$ cat src/rtl/evctr_pkg.sv
package evctr_pkg;

  typedef enum logic [1:0] {
    DIR_HOLD = 2'd0,
    DIR_UP   = 2'd1,
    DIR_DN   = 2'd2
  } dir_e;

  // Clear wins, balanced or absent strobes hold, otherwise the lone strobe decides.
  function automatic dir_e pick_dir(input logic clr, input logic inc, input logic dec);
    if (clr || (inc == dec)) return DIR_HOLD;
    if (inc)                 return DIR_UP;
    return DIR_DN;
  endfunction

endpackage

$ cat src/rtl/evctr_step.sv
module evctr_step
  import evctr_pkg::*;
#(
  parameter int            W       = 4,
  parameter bit            SAT_EN  = 1'b0,
  parameter logic [W-1:0]  SAT_MAX = '1,
  parameter logic [W-1:0]  SAT_MIN = '0
) (
  input  logic [W-1:0] cur,
  input  dir_e         dir,
  output logic [W-1:0] nxt,
  output logic         wrap_up,
  output logic         wrap_dn,
  output logic         at_limit
);

  localparam logic [W-1:0] TOP_VAL = '1;
  localparam logic [W-1:0] BOT_VAL = '0;

  function automatic logic [W-1:0] step_up(input logic [W-1:0] c);
    if (SAT_EN && (c >= SAT_MAX)) return c;
    return c + 1'b1;
  endfunction

  function automatic logic [W-1:0] step_dn(input logic [W-1:0] c);
    if (SAT_EN && (c <= SAT_MIN)) return c;
    return c - 1'b1;
  endfunction

  always_comb begin
    case (dir)
      DIR_UP:  nxt = step_up(cur);
      DIR_DN:  nxt = step_dn(cur);
      default: nxt = cur;
    endcase
  end

  generate
    if (SAT_EN) begin : g_sat
      assign wrap_up  = 1'b0;
      assign wrap_dn  = 1'b0;
      assign at_limit = ((dir == DIR_UP) && (nxt >= SAT_MAX)) ||
                        ((dir == DIR_DN) && (nxt <= SAT_MIN));
    end else begin : g_wrap
      assign wrap_up  = (dir == DIR_UP) && (cur == TOP_VAL);
      assign wrap_dn  = (dir == DIR_DN) && (cur == BOT_VAL);
      assign at_limit = 1'b0;
    end
  endgenerate

endmodule

$ cat src/rtl/evctr_cmp.sv
module evctr_cmp #(
  parameter int W = 4
) (
  input  logic [W-1:0] value,
  input  logic [W-1:0] hi_mark,
  input  logic [W-1:0] lo_mark,
  output logic         at_or_above,
  output logic         at_or_below
);

  function automatic logic ge_u(input logic [W-1:0] a, input logic [W-1:0] b);
    return a >= b;
  endfunction

  assign at_or_above = ge_u(value, hi_mark);
  assign at_or_below = ge_u(lo_mark, value);

endmodule

$ cat src/rtl/evctr_satflag.sv
module evctr_satflag (
  input  logic clk,
  input  logic rst_n,
  input  logic clr,
  input  logic hit,
  output logic flag
);

  always_ff @(posedge clk or negedge rst_n) begin
    if (!rst_n)   flag <= 1'b0;
    else if (clr) flag <= 1'b0;
    else if (hit) flag <= 1'b1;
  end

  // once raised the flag only drops through clear
  p_sat_sticky_r10: assert property (@(posedge clk) disable iff (!rst_n)
    (flag && !clr) |=> flag);

  // clear drops the flag
  p_sat_clear_r11: assert property (@(posedge clk) disable iff (!rst_n)
    clr |=> !flag);

endmodule

$ cat src/rtl/evctr_top.sv
module evctr_top
  import evctr_pkg::*;
#(
  parameter int            W       = 4,
  parameter bit            SAT_EN  = 1'b0,
  parameter logic [W-1:0]  SAT_MAX = '1,
  parameter logic [W-1:0]  SAT_MIN = '0
) (
  input  logic         clk,
  input  logic         rst_n,
  input  logic         clr,
  input  logic         inc,
  input  logic         dec,
  input  logic [W-1:0] up_thr,
  input  logic [W-1:0] dn_thr,
  output logic [W-1:0] count,
  output logic         up_hit,
  output logic         dn_hit,
  output logic         ovf_pulse,
  output logic         unf_pulse,
  output logic         sat_flag
);

  localparam logic [W-1:0] TOP_VAL = '1;

  dir_e         step_dir;
  logic [W-1:0] next_count;
  logic         ev_wrap_up;
  logic         ev_wrap_dn;
  logic         ev_at_limit;

  assign step_dir = pick_dir(clr, inc, dec);

  evctr_step #(
    .W(W), .SAT_EN(SAT_EN), .SAT_MAX(SAT_MAX), .SAT_MIN(SAT_MIN)
  ) u_step (
    .cur      (count),
    .dir      (step_dir),
    .nxt      (next_count),
    .wrap_up  (ev_wrap_up),
    .wrap_dn  (ev_wrap_dn),
    .at_limit (ev_at_limit)
  );

  always_ff @(posedge clk or negedge rst_n) begin
    if (!rst_n)   count <= '0;
    else if (clr) count <= '0;
    else          count <= next_count;
  end

  evctr_cmp #(.W(W)) u_cmp (
    .value       (count),
    .hi_mark     (up_thr),
    .lo_mark     (dn_thr),
    .at_or_above (up_hit),
    .at_or_below (dn_hit)
  );

  evctr_satflag u_sat (
    .clk   (clk),
    .rst_n (rst_n),
    .clr   (clr),
    .hit   (ev_at_limit),
    .flag  (sat_flag)
  );

  assign ovf_pulse = ev_wrap_up;
  assign unf_pulse = ev_wrap_dn;

  // a lone up step not held by a limit moves the count up by one
  p_inc_step_r2: assert property (@(posedge clk) disable iff (!rst_n)
    (!clr && inc && !dec && !(SAT_EN && (count >= SAT_MAX)))
      |=> count == W'($past(count) + 1'b1));

  // a lone down step not held by a limit moves the count down by one
  p_dec_step_r3: assert property (@(posedge clk) disable iff (!rst_n)
    (!clr && dec && !inc && !(SAT_EN && (count <= SAT_MIN)))
      |=> count == W'($past(count) - 1'b1));

  // balanced or idle strobes hold the count
  p_hold_r4: assert property (@(posedge clk) disable iff (!rst_n)
    (!clr && (inc == dec)) |=> $stable(count));

  // overflow is followed by a zero count
  p_ovf_wrap_r7: assert property (@(posedge clk) disable iff (!rst_n)
    ovf_pulse |=> count == '0);

  // underflow is followed by the all-ones count
  p_unf_wrap_r8: assert property (@(posedge clk) disable iff (!rst_n)
    unf_pulse |=> count == TOP_VAL);

  // the two wrap markers never coincide
  p_pulse_excl_r8: assert property (@(posedge clk) disable iff (!rst_n)
    $onehot0({ovf_pulse, unf_pulse}));

  // an up step at the upper limit holds the count
  p_sat_hold_up_r9: assert property (@(posedge clk) disable iff (!rst_n)
    (SAT_EN && !clr && inc && !dec && (count >= SAT_MAX)) |=> $stable(count));

  // a down step at the lower limit holds the count
  p_sat_hold_dn_r9: assert property (@(posedge clk) disable iff (!rst_n)
    (SAT_EN && !clr && dec && !inc && (count <= SAT_MIN)) |=> $stable(count));

  // clear zeroes the count
  p_clear_r11: assert property (@(posedge clk) disable iff (!rst_n)
    clr |=> count == '0);

endmodule

$ cat config.mk
export PLATFORM = sky130hd
export DESIGN_NAME = evctr_top
export DESIGN_NICKNAME = d
export VERILOG_FILES = /design/src/rtl/evctr_pkg.sv /design/src/rtl/evctr_step.sv /design/src/rtl/evctr_cmp.sv /design/src/rtl/evctr_satflag.sv /design/src/rtl/evctr_top.sv
export SDC_FILE = /design/constraint.sdc
export NUM_CORES = 1
export LEC_CHECK = 0
export ABC_AREA = 1
export ABC_CLOCK_PERIOD_IN_PS = 2050
export BUFFER_PORTS_ARGS = -buffer_cell sky130_fd_sc_hd__buf_2
export CORE_AREA = 2 2 39 41
export CTS_CLUSTER_DIAMETER = 40
export DETAILED_ROUTE_END_ITERATION = 16
export DIE_AREA = 0 0 41 43
export PLACE_DENSITY_LB_ADDON = 0.15
export SLEW_MARGIN = 20
export SYNTH_ARGS = -nofsm -noshare
export SYNTH_HDL_FRONTEND = slang
export SYNTH_SLANG_ARGS = --single-unit
$ cat constraint.sdc
create_clock -name clk -period 2.05 [get_ports clk]
set_clock_uncertainty 0.1 [all_clocks]
set_input_delay 0.41 -clock clk [delete_from_list [all_inputs] [get_ports clk]]
set_output_delay 0.41 -clock clk [all_outputs]
set_load 0.02 [all_outputs]
# ---- Word-level counts from Yosys, hierarchy flattened
# Cells that the tools add are included.
dict set report totals {
  regBits 4
  wordCells 23
}
dict set report op_classes {
  add_sub_neg 2
  magnitude_cmp 2
  eq_ne 4
  mux 9
  n_reduce_logical 5
}
# operator n
set op_table {}
lappend op_table {{4-bit greater-or-equal comparator} 2}
lappend op_table {{2-bit two-way mux} 4}
lappend op_table {{4-bit one-hot mux with 2 select lines} 1}
lappend op_table {{4-bit by 1-bit adder with 4-bit output (second input constant)} 1}
lappend op_table {{4-bit == test (second input constant)} 1}
lappend op_table {{4-bit logical NOT} 1}
lappend op_table {{4-bit two-way mux} 1}
lappend op_table {{4-bit by 1-bit subtractor with 4-bit output (second input constant)} 1}
lappend op_table {{1-bit two-way mux} 3}
lappend op_table {{3-bit nonzero test} 1}
lappend op_table {{2-bit by 1-bit == test with 1-bit output (second input constant)} 1}
lappend op_table {{2-bit == test (second input constant)} 1}
lappend op_table {{1-bit logical AND} 2}
lappend op_table {{1-bit == test} 1}
lappend op_table {{1-bit logical OR} 1}

# ---- Longest topological paths before layout
# Gate-level depths: netlist of run 1.
dict set report depth {
  depth_word 9
  ltp_mapped 12
}

# ---- Hierarchy
# A second synthesis of run 1 with hierarchy kept.
dict set report hier_totals {
  cells_unflattened 96
  hier_area_um2 640.6
}
# module instances cells_each area_per_inst_um2
set by_module_without_submodules {}
lappend by_module_without_submodules {evctr_step 1 41 235.2}
lappend by_module_without_submodules {evctr_cmp 1 36 215.2}
lappend by_module_without_submodules {evctr_top 1 16 157.7}
lappend by_module_without_submodules {evctr_satflag 1 3 32.5}

# ---- Worst setup path before layout of run 1
# OpenSTA, ideal clock, no wires.
dict set report synth_timing {
  kind {reg2out}
  startpoint {register count[1]}
  endpoint {output port dn_hit}
  t_arrival_ns 1.311
  t_required_ns 1.540
  setup_slack_ns 0.229
  path_stages_with_launch 7
  path_buffers 0
  path_cell_list {dfrtp_1 > inv_2 > ha_1 > inv_1 > nor2_1 > o211ai_1 > nand3_1}
}
dict set report synth_between {
  elab_chain_cells 1
}
# item line
set synth_lines {}
lappend synth_lines {{start: declaration} evctr_top.sv:16} ;# output logic [W-1:0] count,
lappend synth_lines {{start signal: assignment} evctr_top.sv:48} ;# else count <= next_count;
lappend synth_lines {{4-bit greater-or-equal comparator} evctr_cmp.sv:12} ;# return a >= b;
lappend synth_lines {{end: declaration} evctr_top.sv:18} ;# output logic dn_hit,
# No other way between the ends.

# ---- Worst setup path in the final report of run 1
# Same ends and word-level chain as after synthesis.

==> results of run 1 <==
worst register-to-register path, cell delays in order, from the launching register on:
cell     delay [ns]
dfrtp_2        0.39
buf_4          0.12
nand3_2        0.09
nand2_1        0.08
inv_1          0.04
ha_1           0.16
inv_1          0.04
nand2_1        0.06
xnor2_1        0.19
o22ai_2        0.09
report_power, final:
part	switching [mW]	internal, mW
logic	0.103	0.0721
clock network	0.0317	0.0655
registers	0.0149	0.0890
cells by family (layout without fill, tap and decap cells):
family / after synthesis / count (layout)
AND/OR/NAND/NOR: 32 / 32
buffers and inverters: 21 / 46
adder cells (fa/ha/maj): 10 / 10
AO/OA/AOI/OAI: 7 / 7
flip-flops: 4 / 4
XOR/XNOR: 2 / 2
other: 1 / 1
cells in the final DEF, fill, tap and decap left out, types with 2 or more instances in the layout:
cell	instances
a21oi_1	2
buf_2	20
buf_4	2
clkbuf_4	3
dfrtp_2	3
ha_1	10
inv_1	16
inv_2	4
nand2_1	12
nand2_2	2
nand3_1	7
nand4_1	4
nor2_1	2
nor2_4	2
o211ai_1	2
o21ai_1	2
xnor2_1	2
worst min-delay path by stage:
stage,depth (start not counted),to,start,slack [ns]
after floorplan,0,count[0]$_DFFE_PN0P_,rst_n,0.01
after global placement,1,count[2]$_DFFE_PN0P_,rst_n,0.12
after detailed placement,1,count[2]$_DFFE_PN0P_,rst_n,0.12
after CTS,4,count[1]$_DFFE_PN0P_,clr,0.39
after global routing,2,count[1]$_DFFE_PN0P_,rst_n,0.41
final,4,count[0]$_DFFE_PN0P_,clr,0.40
area by class of cell:
| class | instances | area, sq um |
|---|---|---|
| fillers | 147 | 669 |
| multi-input cells | 52 | 368 |
| repair buffers | 23 | 125 |
| flip-flops and latches | 4 | 104 |
| inverters | 20 | 75.1 |
| clock buffers | 3 | 22.5 |
| well taps | 16 | 20.0 |
metal layers:
metal	vias up	part of all wire (%)	wire length (um)
met5	-	0	0
met4	0	0	0
met3	0	5.1	60
met2	17	45	533
met1	239	49	578
li1	300	-	-
what timing repair did:
| action | 4_1_cts | 5_1_grt |
|---|---|---|
| hold buffers | 1 | 0 |
| buffers inserted | 0 | 2 |
| endpoints found under the hold margin | 4 | 0 |
| resized for setup | 1 | 2 |
| endpoints found under the setup margin | 1 | 2 |
==> impl_metrics.py, run 1 <==
metrics = {
    "power_and_ir_drop": {
        "pwr_density_cell_nw_per_um2": 527,
        "leakagePower_nw": 0.424,
        "ir_drop_uv": 323,
        "p_total_uw": 376,
    },
    "worst_setup_path": {
        "regToRegStartpoint": "count[1]$_DFFE_PN0P_",
        "path_buf_inv": 3,
        "endpoint_kind": "primary output",
        "max_stage_delay_ns": 0.42,
        "startpoint": "count[1]$_DFFE_PN0P_",
        "worstSetupEndpoint": "dn_hit",
        "r2r_slack_ns": 0.56,
        "path_delay_family": "flip-flops",
        "crit_path_start_kind": "flip-flop",
        "rr_worst_depth": 9,
        "r2r-end": "count[2]$_DFFE_PN0P_",
        "critPathKind": "reg2out",
        "cp_slowest_cell": "dfrtp_2",
        "critPathArrivalTime_ns": 1.44,
        "worst-path-stages": 7,
        "worstPathMaxFanout": 5,
        "critPathRequiredTime_ns": 1.54,
        "worstPathCellList": "inv_2, ha_1, inv_1, nor2_1, o211ai_1, nand3_1, buf_2",
    },
    "logic_synthesis": {
        "synth_seq_cells": 4,
        "synth_compound_area_share_pct": 8.64,
        "yosys.area_share.simple_pct": 31.6,
        "ys.flop_type": "dfrtp_1",
        "muxShareOfSynthArea_pct": 0,
        "syn_area_per_cell_sq_um": 7.15,
        "synth_top_area_share_pct": 22.7,
        "yosys.area_share.adder_pct": 22.7,
        "synth_top_area_cell": "ha_1",
        "synth_xor_area_share_pct": 3.18,
        "synth_edf_count": 0,
        "yosysMostFrequentCell": "inv_1",
        "ys_warn_count": 0,
        "ys_seq_area_share_pct": 18.2,
        "synth.area.top_cells": "ha_1 (23%), dfrtp_1 (18%), inv_1 (11%)",
        "synthArstFlopShare_pct": 100,
        "syn_area_sq_um": 551,
        "synthesis.nets": 100,
        "yosys-top-cells-count": "inv_1 (16), nand2_1 (12), ha_1 (10)",
        "syn_inst": 77,
        "synthDistinctLibCells": 20,
        "synth_top_family_by_area": "simple AND/OR/NAND/NOR gates",
    },
    "sta": {
        "max_freq_mhz": 513,
        "tns_ns": 0,
        "drv_slew": 0,
        "fin_crit_sh_pct": 95.1,
        "rsz0062_at_grt": "yes",
        "min_period_ns": 1.95,
        "whs_ns": 0.397,
        "setup_viol": 0,
        "final_hold_viol_count": 0,
        "fin_ws_ns": 0.100,
    },
    "layout": {
        "final_cells": 118,
        "drive_gt1_share_pct": 38.2,
        "final_core_util_pct": 51.6,
        "biggestRegsByFlops": "count x4",
        "final_cell_area_sq_um": 714,
        "top_register": "count",
        "nets": 127,
        "syn_to_final_growth_pct": 29.8,
        "diodes": 0,
        "largest_register_ffs": 4,
    },
    "grt": {
        "grt_use_met2_pct": 26.6,
        "grt_pass1_wl_um": 2080,
        "grt_start_max_net_pins": 8,
        "overflow": 0,
        "grt.met1_usage_pct": 23.3,
        "grt_use_total_pct": 17.3,
        "busiest_layer": "met2",
        "grt_pass1_vias": 519,
        "met3_usage_pct": 3.14,
        "grt_antenna_before_repair": 0,
    },
    "detailed_routing": {
        "routed_wirelength_um": 1170,
        "wl_per_cell_um": 9.93,
        "ant_nets": 0,
        "dr.pass1.iters": 4,
        "drtIter0Drc": 3,
        "drc_errors": 0,
        "vias_per_cell": 4.71,
        "vias": 556,
    },
    "die": {
        "start_util_pct": 39.8,
        "core_sq_um": 1380,
        "die_h_um": 43,
        "die_x_um": 41,
        "die-area_sq_um": 1760,
        "rows": 14,
        "ios": 22,
    },
    "clock_tree": {
        "cts_max_level": 1,
        "clock_latency_ns": 0.23,
        "cts_tree": "done",
        "cts_root_buf": "clkbuf_4",
        "cts_sinks": 4,
        "cts_made_buffers": 3,
        "clkSlewWorstSetupHoldPaths_ns": 0.04,
        "clock_path_buffers": 2,
    },
    "placed_design": {
        "gp_congestion": 0.820,
        "numPortBuffers": 20,
        "dpl_cell_area_sq_um": 663,
        "dp_hpwl_um": 966,
        "pre_cts_ws_ns": 0.235,
        "place_inst": 112,
    },
    "status": {
        "status": "completed",
    },
    "run": {
        "maxCapViolCount": 0,
    },
    "worst_hold_path": {
        "hold_class": "in2reg",
    },
}
Note: power is estimated with default switching activity, not from simulation.
==> run 2, diff against run 1 <==
- ABC_CLOCK_PERIOD_IN_PS: 2050 -> not set
- RECOVER_POWER: not set -> 100
==> impl_metrics.py, run 2 (synthesized netlist as in run 1, its figures left out) <==
metrics = {
    "die": {
        "start_util_pct": 39.8,
        "ios": 22,
        "die_h_um": 43,
        "die-area_sq_um": 1760,
        "core_sq_um": 1380,
        "rows": 14,
        "die_x_um": 41,
    },
    "worst_setup_path": {
        "regToRegStartpoint": "count[1]$_DFFE_PN0P_",
        "rr_worst_depth": 9,
        "endpoint_kind": "primary output",
        "critPathRequiredTime_ns": 1.54,
        "critPathArrivalTime_ns": 1.44,
        "crit_path_start_kind": "flip-flop",
        "r2r_slack_ns": 0.56,
        "critPathKind": "reg2out",
        "r2r-end": "count[2]$_DFFE_PN0P_",
        "worstPathMaxFanout": 5,
    },
    "layout": {
        "fillers": 148,
        "mostFrequentLayoutCell": "buf_2",
        "nets": 127,
        "largest_register_ffs": 4,
        "drive_gt1_share_pct": 37.3,
        "final_cell_area_sq_um": 713,
        "syn_to_final_growth_pct": 29.5,
        "diodes": 0,
        "biggestRegsByFlops": "count x4",
        "layout_common_cells": "buf_2 (19), inv_1 (16), nand2_1 (12)",
        "top_register": "count",
    },
    "sta": {
        "rsz0062_at_grt": "yes",
        "drv_slew": 0,
        "final_hold_viol_count": 0,
        "whs_ns": 0.410,
        "fin_ws_ns": 0.100,
        "fin_crit_sh_pct": 95.1,
        "max_freq_mhz": 513,
        "setup_viol": 0,
        "min_period_ns": 1.95,
        "tns_ns": 0,
    },
    "detailed_routing": {
        "drtIter0Drc": 3,
        "ant_nets": 0,
        "wl_per_cell_um": 9.97,
        "vias_per_cell": 4.74,
        "routed_wirelength_um": 1180,
        "vias": 559,
        "dr.pass1.iters": 4,
        "drc_errors": 0,
    },
    "power_and_ir_drop": {
        "pwr_density_cell_nw_per_um2": 527,
        "p_total_uw": 376,
        "seqPwrFrac_pct": 27.6,
        "internal_power_uw": 226,
        "ir_drop_uv": 328,
        "power_frac_clock_pct": 25.9,
        "switching_power_uw": 149,
        "leakagePower_nw": 0.421,
        "swShare_pct": 39.8,
        "p_comb_share_pct": 46.5,
    },
    "placed_design": {
        "dpl_cell_area_sq_um": 663,
        "pre_cts_ws_ns": 0.235,
        "numPortBuffers": 20,
        "dp_hpwl_um": 966,
        "gp_congestion": 0.820,
    },
    "clock_tree": {
        "cts_max_level": 1,
        "clkSlewWorstSetupHoldPaths_ns": 0.04,
        "clock_latency_ns": 0.23,
        "clock_path_buffers": 2,
        "cts_root_buf": "clkbuf_4",
        "cts_tree": "done",
        "cts_made_buffers": 3,
        "cts_sinks": 4,
    },
    "worst_hold_path": {
        "hold_depth": 4,
        "min_to": "count[1]$_DFFE_PN0P_",
        "hold_class": "in2reg",
        "hp-start": "clr",
    },
    "grt": {
        "grt_pass1_vias": 519,
        "grt_use_total_pct": 17.3,
        "overflow": 0,
        "grt_antenna_before_repair": 0,
        "grt_start_max_net_pins": 8,
        "grt_pass1_wl_um": 2080,
    },
    "run": {
        "maxCapViolCount": 0,
    },
    "status": {
        "status": "completed",
    },
}
run 2: changes by cell type in the layout (fill, tap and decap cells not counted), sizes merged:
cell    delta
buf        -1
clkbuf     +1
run 2: through the flow:
| step | std cells | util [%] |
|---|---|---|
| after global routing | 118 | 51.5 |
| after detailed placement | 112 | 47.9 |
| after floorplan | 77 | - |
| after CTS | 116 | 50.4 |
| after global placement | 112 | 47.9 |
| final | 118 | 51.5 |
run 2: timing repair:
| action | CTS | global route |
|---|---|---|
| setup buffers | 0 | 2 |
| endpoints found under the hold margin | 4 | 0 |
| setup endpoints to repair | 1 | 2 |
| gates resized for setup | 1 | 2 |
| hold buffers | 1 | 0 |
run 2: layout make-up:
cell class	instances	area [sq um]	share of cell area, %
Clock buffer	3	22.5	3.16
Sequential cell	4	104	14.6
Inverter	20	75.1	10.5
Multi-Input combinational cell	52	368	51.6
Timing Repair Buffer	23	124	17.4
Tap cell	16	20.0	2.81
run 2: worst max-delay path, cell delays in order (launching register included):
cell      delay (ns)
dfrtp_2         0.42
ha_1            0.29
inv_1           0.06
nor2_1          0.03
o211ai_1        0.15
nand3_1         0.09
buf_2           0.16
run 2: how the worst max path moves through the flow:
stage	cells past startpoint	startpoint	end
floorplan	6	count[1]$_DFFE_PN0P_	dn_hit
global placement	8	up_thr[1]	up_hit
detailed placement	8	up_thr[1]	up_hit
CTS	5	count[3]$_DFFE_PN0P_	dn_hit
global route	7	count[1]$_DFFE_PN0P_	dn_hit
finish	6	count[1]$_DFFE_PN0P_	up_hit
run 2: routing by layer:
metal | track usage, % | share of wire (%) | up-vias
met4 | 6.00 | 0 | 0
met5 | 0 | 0 | -
met3 | 3.14 | 5.1 | 0
met2 | 26.6 | 45 | 17
met1 | 23.3 | 50 | 242
li1 | - | - | 300
run 2: power groups by stage:
| stage | combinational [mW] | sequential, mW | clock (mW) |
|---|---|---|---|
| after floorplan | 0.106 | 0.111 | 0 |
| after global placement | 0.164 | 0.105 | 0 |
| after CTS | 0.168 | 0.105 | 0.101 |
| after detailed placement | 0.165 | 0.106 | 0 |
| after global routing | 0.202 | 0.106 | 0.112 |
| final | 0.175 | 0.104 | 0.0972 |
==> run 3, diff against run 2 <==
- SETUP_SLACK_MARGIN: not set -> 0.2
==> impl_metrics.py, run 3 (synthesized netlist as in run 1, its figures left out) <==
metrics = {
    "status": {
        "status": "completed",
    },
    "detailed_routing": {
        "ant_nets": 0,
        "wl_per_cell_um": 11.1,
        "vias_per_cell": 5.05,
        "drc_errors": 0,
        "dr.pass1.iters": 5,
        "vias": 606,
        "drtIter0Drc": 7,
        "routed_wirelength_um": 1330,
    },
    "grt": {
        "grt_antenna_before_repair": 0,
        "grt_pass1_vias": 580,
        "grt_start_max_net_pins": 7,
        "grt_pass1_wl_um": 2330,
        "overflow": 0,
        "grt_use_total_pct": 19.6,
    },
    "die": {
        "start_util_pct": 39.8,
        "ios": 22,
        "rows": 14,
        "die-area_sq_um": 1760,
        "die_x_um": 41,
        "die_h_um": 43,
        "core_sq_um": 1380,
    },
    "sta": {
        "final_hold_viol_count": 0,
        "max_freq_mhz": 513,
        "setup_viol": 0,
        "min_period_ns": 1.95,
        "fin_crit_sh_pct": 95.1,
        "rsz0062_at_grt": "yes",
        "tns_ns": 0,
        "drv_slew": 0,
    },
    "run": {
        "maxCapViolCount": 0,
    },
    "power_and_ir_drop": {
        "pwr_density_cell_nw_per_um2": 536,
        "ir_drop_uv": 334,
        "leakagePower_nw": 0.417,
    },
    "worst_setup_path": {
        "crit_path_start_kind": "flip-flop",
        "worstSetupEndpoint": "dn_hit",
        "r2r-end": "count[2]$_DFFE_PN0P_",
        "r2r_slack_ns": 0.41,
        "worstPathMaxFanout": 4,
        "startpoint": "count[1]$_DFFE_PN0P_",
        "critPathKind": "reg2out",
        "rr_worst_depth": 9,
        "critPathRequiredTime_ns": 1.54,
        "endpoint_kind": "primary output",
        "regToRegStartpoint": "count[1]$_DFFE_PN0P_",
        "critPathArrivalTime_ns": 1.44,
    },
    "layout": {
        "diodes": 0,
        "largest_register_ffs": 4,
        "nets": 129,
        "biggestRegsByFlops": "count x4",
        "top_register": "count",
        "syn_to_final_growth_pct": 37.0,
        "drive_gt1_share_pct": 39.4,
        "fillers": 137,
        "final_core_util_pct": 54.5,
        "layout_common_cells": "inv_1 (14), buf_2 (14), nand2_1 (12)",
    },
    "clock_tree": {
        "cts_max_level": 1,
        "cts_tree": "done",
        "cts_sinks": 4,
        "cts_made_buffers": 3,
        "clock_path_buffers": 2,
        "cts_root_buf": "clkbuf_4",
        "clkSlewWorstSetupHoldPaths_ns": 0.04,
        "clock_latency_ns": 0.24,
    },
    "placed_design": {
        "gp_congestion": 0.820,
        "dp_hpwl_um": 966,
        "numPortBuffers": 20,
    },
    "worst_hold_path": {
        "hold_class": "in2reg",
    },
}
==> run 3: changes by cell type in the layout (fill, tap and decap cells not counted), sizes merged <==
| cell | before | now |
|---|---|---|
| clkbuf | 4 | 8 |
| buf | 21 | 19 |
==> run 3: per-stage QoR <==
stage	hold WS, ns	instance area [sq um]	cells	total power [mW]	setup WS [ns]
finish	0.419	754	120	0.404	0.100
global route	0.442	754	120	0.448	0.00820
CTS	0.394	768	120	0.407	0.109
detailed placement	0.117	663	112	0.271	0.235
global placement	0.115	663	112	0.270	0.244
floorplan	0.0144	551	77	0.218	0.229
==> run 3: cell type report <==
cell class / count / area, sq um / share of cell area (%)
clock buffers: 3 / 22.5 / 2.99
flip-flops and latches: 4 / 105 / 13.9
inverters: 20 / 75.1 / 9.95
repair buffers: 25 / 141 / 18.7
multi-input cells: 52 / 390 / 51.7
well taps: 16 / 20.0 / 2.65
==> run 3: worst min-delay path by stage <==
stage,end,cells after the start,startpoint
2_1_floorplan,count[0]$_DFFE_PN0P_,0,rst_n
3_3_place_gp,count[2]$_DFFE_PN0P_,1,rst_n
3_5_place_dp,count[2]$_DFFE_PN0P_,1,rst_n
4_1_cts,count[0]$_DFFE_PN0P_,4,clr
5_1_grt,count[3]$_DFFE_PN0P_,4,clr
6_report,count[3]$_DFFE_PN0P_,4,clr
==> run 3: power breakdown <==
part	switching, mW	total (mW)	internal (mW)
clock	0.0327	0.0982	0.0655
combinational	0.117	0.204	0.0875
sequential	0.0129	0.102	0.0894
==> run 3: metal layers <==
layer  GRT usage, %  routed length, um  part of all wire (%)
met1           24.1                544                    41
met2           30.3                660                    50
met3           4.19                102                   7.7
met5              0                  0                     0
met4           10.0                 19                   1.4
==> run 3: worst max-delay path: stages (launching register included) <==
cell      delay [ns]
dfrtp_2         0.43
inv_2           0.09
ha_4            0.20
inv_2           0.04
nor2_1          0.03
o211ai_1        0.15
nand3_1         0.11
buf_6           0.14
==> run 3: timing repair <==
item                       in CTS  in global routing
setup endpoints to repair       2                  4
pin swaps                       2                  0
hold buffers                    1                  0
setup buffers                   4                  0
resized for setup              10                  7
hold endpoints to repair        4                  0
